## src/rtl/dwt_pkg.sv

```systemverilog
package dwt_pkg;

    localparam int REG_W   = 64;
    localparam int LANES   = REG_W / 8;
    localparam int SW_W    = 8;
    localparam int GQ_W    = 12;
    localparam int TT_W    = 6;
    localparam int TMW_W   = 7;
    localparam int TQM_W   = 10;
    localparam int MODE_W  = 3;
    localparam int RSVD_W  = REG_W - 1 - SW_W - GQ_W - TT_W - TMW_W - TQM_W - MODE_W;

    localparam logic [MODE_W-1:0] MODE_RUN = 3'b100;

    // bits that hold state: lock (63) and fields 45:0
    localparam logic [REG_W-1:0] STORE_MASK = 64'h8000_3FFF_FFFF_FFFF;

    typedef struct packed {
        logic                 lock;
        logic [RSVD_W-1:0]    rsvd;
        logic [SW_W-1:0]      win;
        logic [GQ_W-1:0]      gq;
        logic [TT_W-1:0]      tt;
        logic [TMW_W-1:0]     tmw;
        logic [TQM_W-1:0]     tqm;
        logic [MODE_W-1:0]    mode;
    } dwt_cfg_t;

    function automatic logic mode_runs(input dwt_cfg_t c);
        return c.mode == MODE_RUN;
    endfunction

endpackage

```

## src/rtl/dwt_cfg_reg.sv

```systemverilog
module dwt_cfg_reg
    import dwt_pkg::*;
(
    input  logic             clk,
    input  logic             rst,
    input  logic             wr_en,
    input  logic [LANES-1:0] wr_strb,
    input  logic [REG_W-1:0] wr_data,
    output dwt_cfg_t         cfg,
    output logic             locked
);

    logic [REG_W-1:0] word_q;
    logic [REG_W-1:0] word_d;
    logic [REG_W-1:0] bit_en;

    for (genvar i = 0; i < LANES; i++) begin : g_lane
        assign bit_en[8*i +: 8] = {8{wr_en & wr_strb[i] & ~word_q[REG_W-1]}};
    end

    always_comb begin
        word_d = ((word_q & ~bit_en) | (wr_data & bit_en)) & STORE_MASK;
    end

    always_ff @(posedge clk) begin
        if (rst) word_q <= '0;
        else     word_q <= word_d;
    end

    assign cfg    = dwt_cfg_t'(word_q);
    assign locked = word_q[REG_W-1];

    AST_LOCK_FREEZE: assert property (@(posedge clk) disable iff (rst)
        locked |=> $stable(word_q));
    AST_LOCK_STICKY: assert property (@(posedge clk) disable iff (rst)
        locked |=> locked);

endmodule

```

## src/rtl/dwt_global_mon.sv

```systemverilog
module dwt_global_mon
    import dwt_pkg::*;
#(
    parameter int THR_SHIFT = 15,
    parameter int WIN_MULT  = 4,
    parameter int QW_IN_W   = 3
) (
    input  logic               clk,
    input  logic               rst,
    input  logic               en,
    input  logic [SW_W-1:0]    win,
    input  logic [GQ_W-1:0]    gq,
    input  logic [TT_W-1:0]    tt,
    input  logic [QW_IN_W-1:0] qw_in,
    input  logic               ms_tick,
    output logic               active
);

    localparam int CNT_W = GQ_W + THR_SHIFT;
    localparam int MS_W  = $clog2(((1 << SW_W) - 1) * WIN_MULT + 1);

    logic [MS_W-1:0]  ms_cnt;
    logic [MS_W-1:0]  win_len;
    logic [MS_W-1:0]  win_last;
    logic             win_on;
    logic             bound;
    logic [CNT_W-1:0] qcnt;
    logic [CNT_W:0]   qsum;
    logic [CNT_W-1:0] thr;
    logic             hit;
    logic [TT_W-1:0]  remain;

    assign win_len  = MS_W'(win) * MS_W'(WIN_MULT);
    assign win_last = win_len - MS_W'(1);
    assign win_on   = win != '0;
    assign bound    = en && win_on && ms_tick && (ms_cnt >= win_last);
    assign qsum     = {1'b0, qcnt} + (CNT_W+1)'(qw_in);
    assign thr      = {gq, {THR_SHIFT{1'b0}}};
    assign hit      = en && win_on && (gq != '0) && (tt != '0) && (qcnt >= thr);

    always_ff @(posedge clk) begin
        if (rst || !en || !win_on)  ms_cnt <= '0;
        else if (bound)             ms_cnt <= '0;
        else if (ms_tick)           ms_cnt <= ms_cnt + MS_W'(1);
    end

    always_ff @(posedge clk) begin
        if (rst || !en)      qcnt <= '0;
        else if (bound)      qcnt <= '0;
        else if (qsum[CNT_W]) qcnt <= '1;
        else                 qcnt <= qsum[CNT_W-1:0];
    end

    always_ff @(posedge clk) begin
        if (rst || !en) begin
            active <= 1'b0;
            remain <= '0;
        end else if (!active) begin
            if (hit) begin
                active <= 1'b1;
                remain <= tt;
            end
        end else if (bound) begin
            if (remain <= TT_W'(1)) begin
                active <= 1'b0;
                remain <= '0;
            end else begin
                remain <= remain - TT_W'(1);
            end
        end
    end

    AST_CNT_NO_WRAP: assert property (@(posedge clk) disable iff (rst)
        (en && !bound) |=> (qcnt >= $past(qcnt)));
    AST_REMAIN_LIVE: assert property (@(posedge clk) disable iff (rst)
        active |-> (remain != '0));
    AST_OFF_CLEARS: assert property (@(posedge clk) disable iff (rst)
        !en |=> (!active && qcnt == '0));

endmodule

```

## src/rtl/dwt_win_meter.sv

```systemverilog
module dwt_win_meter
    import dwt_pkg::*;
#(
    parameter int QW_IN_W   = 3,
    parameter int TMW_SHIFT = 4
) (
    input  logic               clk,
    input  logic               rst,
    input  logic               active,
    input  logic [TMW_W-1:0]   tmw,
    input  logic [TQM_W-1:0]   tqm,
    input  logic [QW_IN_W-1:0] qw_in,
    output logic               block
);

    localparam int WL_W = TMW_W + TMW_SHIFT;
    localparam int WQ_W = TQM_W + 1;

    logic [WL_W-1:0] win_len;
    logic [WL_W-1:0] wcnt;
    logic            run;
    logic            win_end;
    logic [WQ_W-1:0] wq;
    logic [WQ_W:0]   wsum;

    assign win_len = {tmw, {TMW_SHIFT{1'b0}}};
    assign run     = active && (tmw != '0);
    assign win_end = wcnt >= win_len - WL_W'(1);
    assign wsum    = {1'b0, wq} + (WQ_W+1)'(qw_in);

    always_ff @(posedge clk) begin
        if (rst || !run)  wcnt <= '0;
        else if (win_end) wcnt <= '0;
        else              wcnt <= wcnt + WL_W'(1);
    end

    always_ff @(posedge clk) begin
        if (rst || !run)   wq <= '0;
        else if (win_end)  wq <= '0;
        else if (wsum[WQ_W]) wq <= '1;
        else               wq <= wsum[WQ_W-1:0];
    end

    assign block = run && (wq >= WQ_W'(tqm));

    AST_WIN_RANGE: assert property (@(posedge clk) disable iff (rst)
        run |-> (wcnt < win_len));
    AST_WIN_FRESH: assert property (@(posedge clk) disable iff (rst)
        (run && win_end) |=> (wq == '0));
    AST_BLOCK_GATED: assert property (@(posedge clk) disable iff (rst)
        block |-> active);

endmodule

```

## src/rtl/dram_wr_throttle.sv

```systemverilog
module dram_wr_throttle
    import dwt_pkg::*;
#(
    parameter int THR_SHIFT = 15,
    parameter int WIN_MULT  = 4,
    parameter int QW_IN_W   = 3,
    parameter int TMW_SHIFT = 4
) (
    input  logic               clk,
    input  logic               rst,
    input  logic               cfg_wr_en,
    input  logic [7:0]         cfg_wr_strb,
    input  logic [63:0]        cfg_wr_data,
    output logic [63:0]        cfg_rd_data,
    output logic               cfg_locked,
    input  logic [QW_IN_W-1:0] qw_in,
    input  logic               ms_tick,
    output logic               wr_block,
    output logic               throttle_active
);

    dwt_cfg_t cfg;
    logic     en;
    logic     act;
    logic     blk;

    dwt_cfg_reg u_cfg (
        .clk     (clk),
        .rst     (rst),
        .wr_en   (cfg_wr_en),
        .wr_strb (cfg_wr_strb),
        .wr_data (cfg_wr_data),
        .cfg     (cfg),
        .locked  (cfg_locked)
    );

    assign en = mode_runs(cfg);

    dwt_global_mon #(
        .THR_SHIFT (THR_SHIFT),
        .WIN_MULT  (WIN_MULT),
        .QW_IN_W   (QW_IN_W)
    ) u_glob (
        .clk     (clk),
        .rst     (rst),
        .en      (en),
        .win     (cfg.win),
        .gq      (cfg.gq),
        .tt      (cfg.tt),
        .qw_in   (qw_in),
        .ms_tick (ms_tick),
        .active  (act)
    );

    dwt_win_meter #(
        .QW_IN_W   (QW_IN_W),
        .TMW_SHIFT (TMW_SHIFT)
    ) u_meter (
        .clk    (clk),
        .rst    (rst),
        .active (act),
        .tmw    (cfg.tmw),
        .tqm    (cfg.tqm),
        .qw_in  (qw_in),
        .block  (blk)
    );

    assign cfg_rd_data     = cfg;
    assign throttle_active = act & en;
    assign wr_block        = blk & en;

    AST_BLOCK_NEEDS_THR: assert property (@(posedge clk) disable iff (rst)
        wr_block |-> throttle_active);
    AST_RSVD_CLEAR: assert property (@(posedge clk) disable iff (rst)
        cfg_rd_data[62:46] == '0);

endmodule

```

## config.mk

```make
export PLATFORM = sky130hd
export DESIGN_NAME = dram_wr_throttle
export DESIGN_NICKNAME = d
export VERILOG_FILES = /design/src/rtl/dwt_pkg.sv /design/src/rtl/dwt_cfg_reg.sv /design/src/rtl/dwt_global_mon.sv /design/src/rtl/dwt_win_meter.sv /design/src/rtl/dram_wr_throttle.sv
export SDC_FILE = /design/constraint.sdc
export NUM_CORES = 1
export LEC_CHECK = 0
export BUFFER_PORTS_ARGS = -buffer_cell sky130_fd_sc_hd__buf_2
export CAP_MARGIN = 20
export CORE_UTILIZATION = 45
export CTS_BUF_LIST = sky130_fd_sc_hd__clkbuf_8
export DETAILED_ROUTE_END_ITERATION = 6
export PLACE_DENSITY = 0.69
export REMOVE_ABC_BUFFERS = 1
export SLEW_MARGIN = 20
export SYNTH_ARGS = -nofsm -noshare
export SYNTH_HDL_FRONTEND = slang
export SYNTH_SLANG_ARGS = --single-unit
```

## constraint.sdc

```tcl
create_clock -name clk -period 6.4 [get_ports clk]
set_input_delay 0.32 -clock clk [delete_from_list [all_inputs] [get_ports clk]]
set_output_delay 0.32 -clock clk [all_outputs]
set_load 0.02 [all_outputs]
```

==> impl_metrics.env, run 1 <==
export IMPL_status="completed"
export IMPL_die_h_um=119.5
export IMPL_p_sw_uw=409.1
export IMPL_synth_area_top_cells="dfxtp_1, ha_1, a21oi_1"
export IMPL_grt_pass1_wl_mm=23.15
export IMPL_numCtsBuffers=17
export IMPL_die_w_um=119.5
export IMPL_areaGrowthSynthToFinish_pct=15.82
export IMPL_wl_per_cell_um=12.91
export IMPL_finalHoldViolCount=0
export IMPL_fin_crit_ns=3.225
export IMPL_postCtsHoldBufs=0
export IMPL_tns_ns=0
export IMPL_grt_usage_pct=20.13
export IMPL_max_cap_violations=0
export IMPL_layout_nets=981
export IMPL_dr_first_iter_drc_count=277
export IMPL_syn_inst=749
export IMPL_worst_pin_slew_ns=0.9272
export IMPL_synth_ff_type="dfxtp_1"
export IMPL_final_area_um2=7192
export IMPL_cts_sinks=113
export IMPL_switching_share_pct=26.16
export IMPL_cp_slowest_cell="a31o_2"
export IMPL_leakagePower_uw=0.002925
export IMPL_vias_per_cell=5.123
export IMPL_worstRegToRegCells=9
export IMPL_placed_area_um2=6799
export IMPL_rr_endpoint="u_glob.ms_cnt[8]$_SDFFE_PP0P_"
export IMPL_cts_setup_buffers=0
export IMPL_crit_end="u_glob.ms_cnt[8]$_SDFFE_PP0P_"
export IMPL_cp_start_kind="register"
export IMPL_yosys_warnings=0
export IMPL_drt_pass1_iterations=6
export IMPL_drv_slew=0
export IMPL_setup_viol=0
export IMPL_ir_drop_v=0.0001437
export IMPL_clk_latency_ns=0.44
export IMPL_synth_simple_area_share_pct=21.48
export IMPL_coreArea_um2=13350
export IMPL_rsz0062_at_grt="false"
export IMPL_ys_seq_area_share_pct=36.43
export IMPL_holdCritPathClass="primary input to register"
export IMPL_critPathArrivalTime_ns=3.53
export IMPL_cts_root_buf="clkbuf_8"
export IMPL_fin_crit_sh_pct=50.38
export IMPL_synth_edf_count=0
export IMPL_slew_limit_headroom_pct=38.18
export IMPL_fin_skew_ns=0.01475
export IMPL_synth_cells_most_frequent="dfxtp_1, nand2_1, a21oi_1, nand3_1, nor2_1"
export IMPL_critPathMaxFanout=28
export IMPL_path_clk_slew_ns=0.07
export IMPL_hold_slack_ns=0.1293
export IMPL_rows=42
export IMPL_yosys_area_top_type="dfxtp_1"
export IMPL_cts_tree="yes"
export IMPL_synth_xor_area_share_pct=8.604
export IMPL_cp_required_ns=6.71
export IMPL_gp_congestion=0.8088
export IMPL_io_buffer_count=110
export IMPL_antenna_found_initial=0
export IMPL_n_antenna_cell=0
export IMPL_antenna_left=0
export IMPL_p_int_uw=1155
export IMPL_fin_util_pct=53.88
export IMPL_cts_buffer_depth=2
export IMPL_synth_avg_cell_area_um2=8.291
export IMPL_die_area_um2=14270
export IMPL_synth_area_um2=6210
export IMPL_cts_resized=0
export IMPL_drive_above_1_share_pct=19.95
export IMPL_muxShareOfSynthArea_pct=0.3224
export IMPL_cp_common_cell="a31o_2"
export IMPL_powerDensity_nw_per_um2=217.4
export IMPL_synth_top_family_by_area="simple AND/OR/NAND/NOR gates"
export IMPL_grt_overflow=0
export IMPL_pin_count=146
export IMPL_cpPeakStageDelay_ns=0.75
export IMPL_clock_power_share_pct=42.1
export IMPL_p_comb_share_pct=11.0
export IMPL_ys_types=56
export IMPL_wirelength_mm=13.41
export IMPL_rrSetupSlack_ns=3.18
export IMPL_grt_max_degree=53
export IMPL_drc=0
export IMPL_grt_pass1_vias=5022
export IMPL_routed_via_count=5318
export IMPL_synth_compound_area_share_pct=15.03
export IMPL_synth_most_common_cell="dfxtp_1"
export IMPL_async_flop_share_pct=0
export IMPL_p_seq_share_pct=47.0
export IMPL_initial_utilization_pct=46.52
export IMPL_dp_hpwl_mm=9.696
export IMPL_cts_max_level=4
export IMPL_synth_top_area_share_pct=36.43
export IMPL_worstPathCellList="nor4_1 -> nand2_1 -> xor2_1 -> ha_1 -> and4_1 -> a211o_1 -> a31o_2 -> a31o_2 -> nor2_1"
export IMPL_synthAdderAreaFrac_pct=10.92
export IMPL_max_freq_mhz=310.1
export IMPL_crit_type="register to register"
export IMPL_ys_ff_latch=113
export IMPL_cp_end_kind="register"
==> power by group through the flow <==
stage / Combinational, uW / Sequential (uW) / Clock (uW)
final: 171 / 734 / 658
after CTS: 173 / 735 / 675
after detailed placement: 172 / 750 / 0
after floorplan: 90.9 / 763 / 0
after global placement: 170 / 750 / 0
after global routing: 193 / 737 / 709
==> per-stage QoR <==
| step | cells | worst slack [ns] | power (uW) |
|---|---|---|---|
| detailed placement | 1006 | 3.153 | 922.3 |
| global placement | 1006 | 3.231 | 919.7 |
| CTS | 1038 | 3.124 | 1582 |
| floorplan | 717 | 3.407 | 854.2 |
| global route | 1038 | 2.791 | 1639 |
| finish | 1038 | 3.175 | 1564 |
==> placed cells by master, fill, tap and decap left out, types with 3 or more instances in the layout <==
master,instances
a31o_2,3
ha_1,51
buf_2,110
clkinvlp_4,3
or3_1,5
xnor2_1,28
clkinv_2,3
and3_1,7
nor2b_1,3
nand3_1,69
a21oi_1,72
nor2_1,52
nand2_1,84
o21a_1,4
conb_1,17
and4_1,4
nor3_1,15
nand2b_1,3
inv_1,48
xor2_1,33
o21ai_0,12
a211oi_1,5
clkbuf_8,20
o211ai_1,3
nand4_1,8
a31oi_1,5
a21o_1,8
nor4_1,11
nor3b_1,3
a21oi_2,20
buf_4,3
o31ai_1,3
dfxtp_1,113
==> cells by family (layout without fill, tap and decap cells) <==
group	after synthesis	after routing
adder cells (fa/ha/maj)	53	53
XOR/XNOR	61	61
AO/OA/AOI/OAI	148	148
flip-flops	113	113
multiplexers	2	2
other	1	17
buffers and inverters	93	190
AND/OR/NAND/NOR	278	278
==> area by class of cell <==
cell class | count | area (um2)
Fill cell | 1308 | 6156
Inverter | 45 | 168.9
Multi-Input combinational cell | 559 | 3575
Tap cell | 176 | 220.2
Clock buffer | 20 | 275.3
Timing Repair Buffer | 113 | 573.1
Clock inverter | 12 | 117.6
Sequential cell | 113 | 2262
==> routing by layer <==
layer	vias up	share of wire, %	global-route usage [%]
met3	10	3.5	4.933
met1	2431	50	25.43
met2	108	46	33.38
met5	-	0	0
li1	2769	-	-
met4	0	0.83	6.719
==> critical path: cells and delay by family (launching register included) <==
family,cells,cell delay [ns]
XOR/XNOR,1,0.16
AND/OR/NAND/NOR,4,0.99
AO/OA/AOI/OAI,3,1.28
adder cells (fa/ha/maj),1,0.28
flip-flops,1,0.37
==> worst min path at each step <==
| stage | start | to | slack [ns] | depth (start not counted) |
|---|---|---|---|---|
| 6_report | cfg_wr_data[2] | register | 0.13 | 3 |
| 5_1_grt | cfg_wr_data[3] | register | 0.10 | 3 |
| 4_1_cts | cfg_wr_data[2] | register | 0.1 | 3 |
| 3_5_place_dp | register | register | 0.46 | 2 |
| 3_3_place_gp | register | register | 0.46 | 2 |
| 2_1_floorplan | rst | register | 0.39 | 1 |
(Power assumes the default switching activity.)
==> inputs of run 2 (changes only) <==
- clock period: 6.4 -> 3.2 ns (I/O delays scaled with it)
==> run 2 against run 1 <==
  * Combinational power is 130% higher
  * Critical endpoint is now u_glob.qcnt[2]$_SDFF_PP0_
  * Routed wire length up 8.2%
  * Clock power increased by 93%
  * Power increased by 100%
  * Fmax increased by 12%
  * Largest power group unchanged
  * Non-clock buffer count is 51 higher
  * Largest cell class unchanged
  * Highest routed layer unchanged
  * Via count increased by 5.5%
  * Clock skew is 0.0068 ns lower
  * Critical path depth unchanged
==> impl_metrics.env, run 2 (synthesis results as in run 1) <==
export IMPL_hold_start="cfg_wr_strb[5]"
export IMPL_m1WireLength_mm=6.734
export IMPL_drive_above_1_share_pct=19.39
export IMPL_setup_viol=0
export IMPL_fin_crit_ns=2.867
export IMPL_antenna_found_initial=0
export IMPL_clk_latency_ns=0.44
export IMPL_critical_path_buf_inv_count=1
export IMPL_fin_skew_ns=0.007954
export IMPL_antenna_left=0
export IMPL_dr_wl_met2_mm=6.866
export IMPL_drt_pass1_iterations=5
export IMPL_path_clk_slew_ns=0.07
export IMPL_crit_family="simple AND/OR/NAND/NOR gates"
export IMPL_slew_limit_headroom_pct=38.79
export IMPL_n_antenna_cell=0
export IMPL_numCtsBuffers=17
export IMPL_cts_tree="yes"
export IMPL_cp_required_ns=3.57
export IMPL_cp_start_kind="register"
export IMPL_gp_congestion=0.8027
export IMPL_route_met3_wl_um=665
export IMPL_grt_usage_pct=20.96
export IMPL_finalHoldViolCount=0
export IMPL_mostFrequentLayoutCell="dfxtp_1"
export IMPL_dr_first_iter_drc_count=255
export IMPL_final_area_um2=7691
export IMPL_pin_count=146
export IMPL_cts_max_level=4
export IMPL_grt_pass1_vias=5261
export IMPL_fin_crit_sh_pct=89.59
export IMPL_drc=0
export IMPL_grt_overflow=0
export IMPL_critPathMaxFanout=27
export IMPL_die_h_um=119.5
export IMPL_powerDensity_nw_per_um2=407.9
export IMPL_cts_root_buf="clkbuf_8"
export IMPL_layout_nets=1032
export IMPL_holdCritPathClass="primary input to register"
export IMPL_crit_type="register to register"
export IMPL_worst_pin_slew_ns=0.9181
export IMPL_cpPeakStageDelay_ns=0.63
export IMPL_rsz0062_at_grt="false"
export IMPL_die_area_um2=14270
export IMPL_worstPathCellList="nor4_1 -> nand2_1 -> xor2_1 -> ha_1 -> and4_1 -> a211o_1 -> a31o_2 -> buf_4 -> a21oi_1"
export IMPL_routed_via_count=5613
export IMPL_coreArea_um2=13350
export IMPL_critPathArrivalTime_ns=3.23
export IMPL_rows=42
export IMPL_ir_drop_v=0.0003353
export IMPL_grt_max_degree=28
export IMPL_layout_common_cells="dfxtp_1, buf_2, nand2_1"
export IMPL_grt_pass1_wl_mm=23.95
export IMPL_top_layer="met4"
export IMPL_max_freq_mhz=348.8
export IMPL_max_cap_violations=0
export IMPL_leakagePower_uw=0.003138
export IMPL_dp_hpwl_mm=9.905
export IMPL_cp_end_kind="register"
export IMPL_vias_per_cell=5.154
export IMPL_wirelength_mm=14.51
export IMPL_tns_ns=0
export IMPL_cts_buffer_depth=2
export IMPL_drv_slew=0
export IMPL_placed_area_um2=6834
export IMPL_die_w_um=119.5
export IMPL_status="completed"
export IMPL_areaGrowthSynthToFinish_pct=23.86
export IMPL_initial_utilization_pct=46.52
export IMPL_cp_slowest_cell="nor4_1"
export IMPL_cts_sinks=113
export IMPL_wl_per_cell_um=13.32
export IMPL_io_buffer_count=110
[run 2: final timing paths]
check / to / slack (ns) / depth (start not counted)
worst max register to register: u_glob.qcnt[2]$_SDFF_PP0_ / 0.33 / 9
worst min register to register: register / 0.47 / 2
worst min-delay path: register / 0.05 / 3
worst max-delay path: u_glob.qcnt[2]$_SDFF_PP0_ / 0.33 / 9
[run 2: area by class of cell]
| cell class | count | area (um2) |
|---|---|---|
| timing repair buffer | 164 | 1089 |
| inverter | 45 | 168.9 |
| fill | 1211 | 5657 |
| tap | 176 | 220.2 |
| clock inverter | 11 | 87.58 |
| clock buffer | 21 | 289.0 |
| multi-input combinational | 559 | 3575 |
| sequential | 113 | 2262 |
[run 2: per-layer routing]
layer / vias to the layer above / global-route usage [%]
met5: - / 0
met4: 0 / 6.875
met3: 21 / 5.316
met2: 139 / 35.26
met1: 2584 / 25.99
li1: 2869 / -
[run 2: through the flow]
step	cells	total power [uW]	util [%]	hold WS, ns	setup WS [ns]
4_1_cts	1089	3159	57.62	0.02270	0.3372
3_3_place_gp	1009	1845	51.20	0.4148	0.4777
6_report	1089	3137	57.62	0.05354	0.3331
5_1_grt	1089	3283	57.62	0.03408	0.1693
2_1_floorplan	717	1708	-	0.2291	0.2065
3_5_place_dp	1009	1849	51.20	0.4199	0.3603
[run 2: what timing repair did]
item / 4_1_cts / 5_1_grt
hold endpoints to repair: 47 / 0
hold buffers: 48 / 0
setup buffers: 0 / 0
resized for setup: 0 / 0
[run 2: tightest hold or removal path: stages]
cell	delay [ns]
buf_2	0.14
nand3_1	0.09
a21oi_1	0.05
[run 2: where the power goes]
part	internal, uW	switching (uW)
clock	685	584
combinational	175	224
sequential	1440	33.9
total	2290	842
==> inputs of run 3 (changes only) <==
- CORE_UTILIZATION: 45 -> 56
- PLACE_DENSITY: 0.69 -> 0.88
==> run 3 against run 2 <==
  * First-iteration DRC count up 61%
  * Sequential share of layout area increased by 0.31 points
  * Highest routed layer unchanged
  * Non-clock buffer count shrank 1
  * Power is 0.11% higher
  * Worst hold slack got worse by 0.036 ns
  * Utilization increased by 13 points
  * Routed wire length rose by 8.2%
  * Critical path depth grew 1
  * Die area shrank 19%
  * Clock-buffer cell count grew 2
  * Clock power about the same
  * Worst setup slack better by 0.15 ns
==> impl_metrics.env, run 3 (synthesis results as in run 1) <==
export IMPL_wirelength_mm=15.70
export IMPL_status="completed"
export IMPL_grt_pass1_vias=5567
export IMPL_hold_start="cfg_wr_data[3]"
export IMPL_grt_overflow=0
export IMPL_layout_common_cells="dfxtp_1, buf_2, nand2_1"
export IMPL_critPathMaxFanout=10
export IMPL_grt_pass1_wl_mm=25.39
export IMPL_antenna_left=0
export IMPL_postCtsHoldBufs=43
export IMPL_cts_sinks=113
export IMPL_tns_ns=0
export IMPL_cts_setup_buffers=0
export IMPL_grt_usage_pct=28.06
export IMPL_holdPathStages=3
export IMPL_io_buffer_count=110
export IMPL_drv_slew=0
export IMPL_cp_end_kind="register"
export IMPL_ir_drop_v=0.0003243
export IMPL_fillCellCount=822
export IMPL_cts_resized=0
export IMPL_timing_final_ws_setup_ns=0.4839
export IMPL_die_area_um2=11510
export IMPL_drt_pass1_iterations=7
export IMPL_rows=38
export IMPL_wl_per_cell_um=14.96
export IMPL_max_cap_violations=0
export IMPL_setup_viol=0
export IMPL_crit_type="register to register"
export IMPL_dp_hpwl_mm=10.64
export IMPL_path_clk_slew_ns=0.06
export IMPL_max_freq_mhz=368.2
export IMPL_die_h_um=107.3
export IMPL_powerDensity_nw_per_um2=412.7
export IMPL_cts_root_buf="clkbuf_8"
export IMPL_clk_latency_ns=0.43
export IMPL_routed_via_count=5878
export IMPL_gp_congestion=0.8765
export IMPL_worst_pin_slew_ns=0.6240
export IMPL_drive_above_1_share_pct=19.36
export IMPL_cp_start_kind="register"
export IMPL_worstRegToRegCells=10
export IMPL_cp_required_ns=3.56
export IMPL_areaGrowthSynthToFinish_pct=22.55
export IMPL_fin_crit_ns=2.716
export IMPL_mostFrequentLayoutCell="dfxtp_1"
export IMPL_cts_tree="yes"
export IMPL_n_antenna_cell=0
export IMPL_placedCellCount=975
export IMPL_rr_endpoint="u_glob.ms_cnt[1]$_SDFFE_PP0P_"
export IMPL_drc=0
export IMPL_fin_crit_sh_pct=84.88
export IMPL_pin_count=146
export IMPL_numCtsBuffers=17
export IMPL_rrSetupSlack_ns=0.48
export IMPL_antenna_found_initial=0
export IMPL_vias_per_cell=5.603
export IMPL_grt_max_degree=30
export IMPL_detailedPlace_worstSlack_ns=0.5309
export IMPL_finalHoldViolCount=0
export IMPL_critPathArrivalTime_ns=3.07
export IMPL_die_w_um=107.3
export IMPL_rsz0062_at_grt="false"
export IMPL_fin_skew_ns=0.01162
export IMPL_dr_first_iter_drc_count=411
export IMPL_coreArea_um2=10840
export IMPL_leakagePower_uw=0.003128
export IMPL_cts_max_level=4
export IMPL_holdCritPathClass="primary input to register"
export IMPL_initial_utilization_pct=57.28
export IMPL_slew_limit_headroom_pct=58.40
export IMPL_fin_cells=1049
export IMPL_cts_buffer_depth=2
export IMPL_layout_nets=1031
## run 3: cell count changes in the layout (fill, tap and decap cells not counted), sizes merged
| cell | before | now |
|---|---|---|
| dlygate4sd3 | 48 | 45 |
| clkinvlp | 2 | 0 |
| clkinv | 7 | 5 |
| clkbuf | 21 | 23 |
| buf | 116 | 118 |
| inv | 46 | 45 |
## run 3: worst max path at each step
stage / start / endpoint / slack [ns] / cells after the start
2_1_floorplan: register / register / 0.21 / 4
3_5_place_dp: register / u_glob.qcnt[3]$_SDFF_PP0_ / 0.53 / 10
6_report: register / u_glob.ms_cnt[1]$_SDFFE_PP0P_ / 0.48 / 10
4_1_cts: register / u_glob.ms_cnt[1]$_SDFFE_PP0P_ / 0.49 / 10
5_1_grt: register / u_glob.ms_cnt[1]$_SDFFE_PP0P_ / 0.37 / 10
3_3_place_gp: register / u_glob.qcnt[2]$_SDFF_PP0_ / 0.57 / 10
## run 3: through the flow
stage / instance area (um2) / power [uW] / util, % / hold slack [ns]
5_1_grt: 7610 / 3273 / 70.20 / 0.01049
4_1_cts: 7590 / 3145 / 70.01 / 0.001005
3_5_place_dp: 6788 / 1855 / 62.62 / 0.4117
3_3_place_gp: 6788 / 1845 / 62.62 / 0.4042
6_report: 7610 / 3140 / 70.20 / 0.01736
2_1_floorplan: 5995 / 1708 / - / 0.2291
## run 3: where the power goes
group	total, uW	internal (uW)	switching, uW	leakage, uW
Sequential	1470	1440	33.2	0.000915
Combinational	406	173	233	0.00201
Clock	1270	718	547	0.000199
Total	3140	2330	813	0.00313
## run 3: routing by layer
layer | GRT usage, % | wire length [um] | vias to the layer above
met5 | 0 | 0 | -
met4 | 12.23 | 350 | 0
met3 | 7.688 | 998 | 29
met2 | 47.14 | 7626 | 221
met1 | 33.50 | 6719 | 2759
li1 | - | - | 2869
## run 3: worst max-delay path, stage by stage (launching register included)
cell	delay (ns)
dfxtp_1	0.37
nor3_1	0.31
nor3b_1	0.27
xnor2_1	0.15
ha_1	0.26
a211oi_1	0.20
nor2_1	0.07
a211o_1	0.28
a31o_2	0.28
a31o_2	0.30
nor2_1	0.14
## run 3: final cells by class
cell class	count	area [um2]	area share [%]
Multi-Input combinational cell	559	3571	46.93
Sequential cell	113	2262	29.73
Timing Repair Buffer	163	1061	13.94
Clock buffer	23	316.6	4.160
Tap cell	140	175.2	2.302
Inverter	45	168.9	2.220
Clock inverter	6	55.05	0.7234
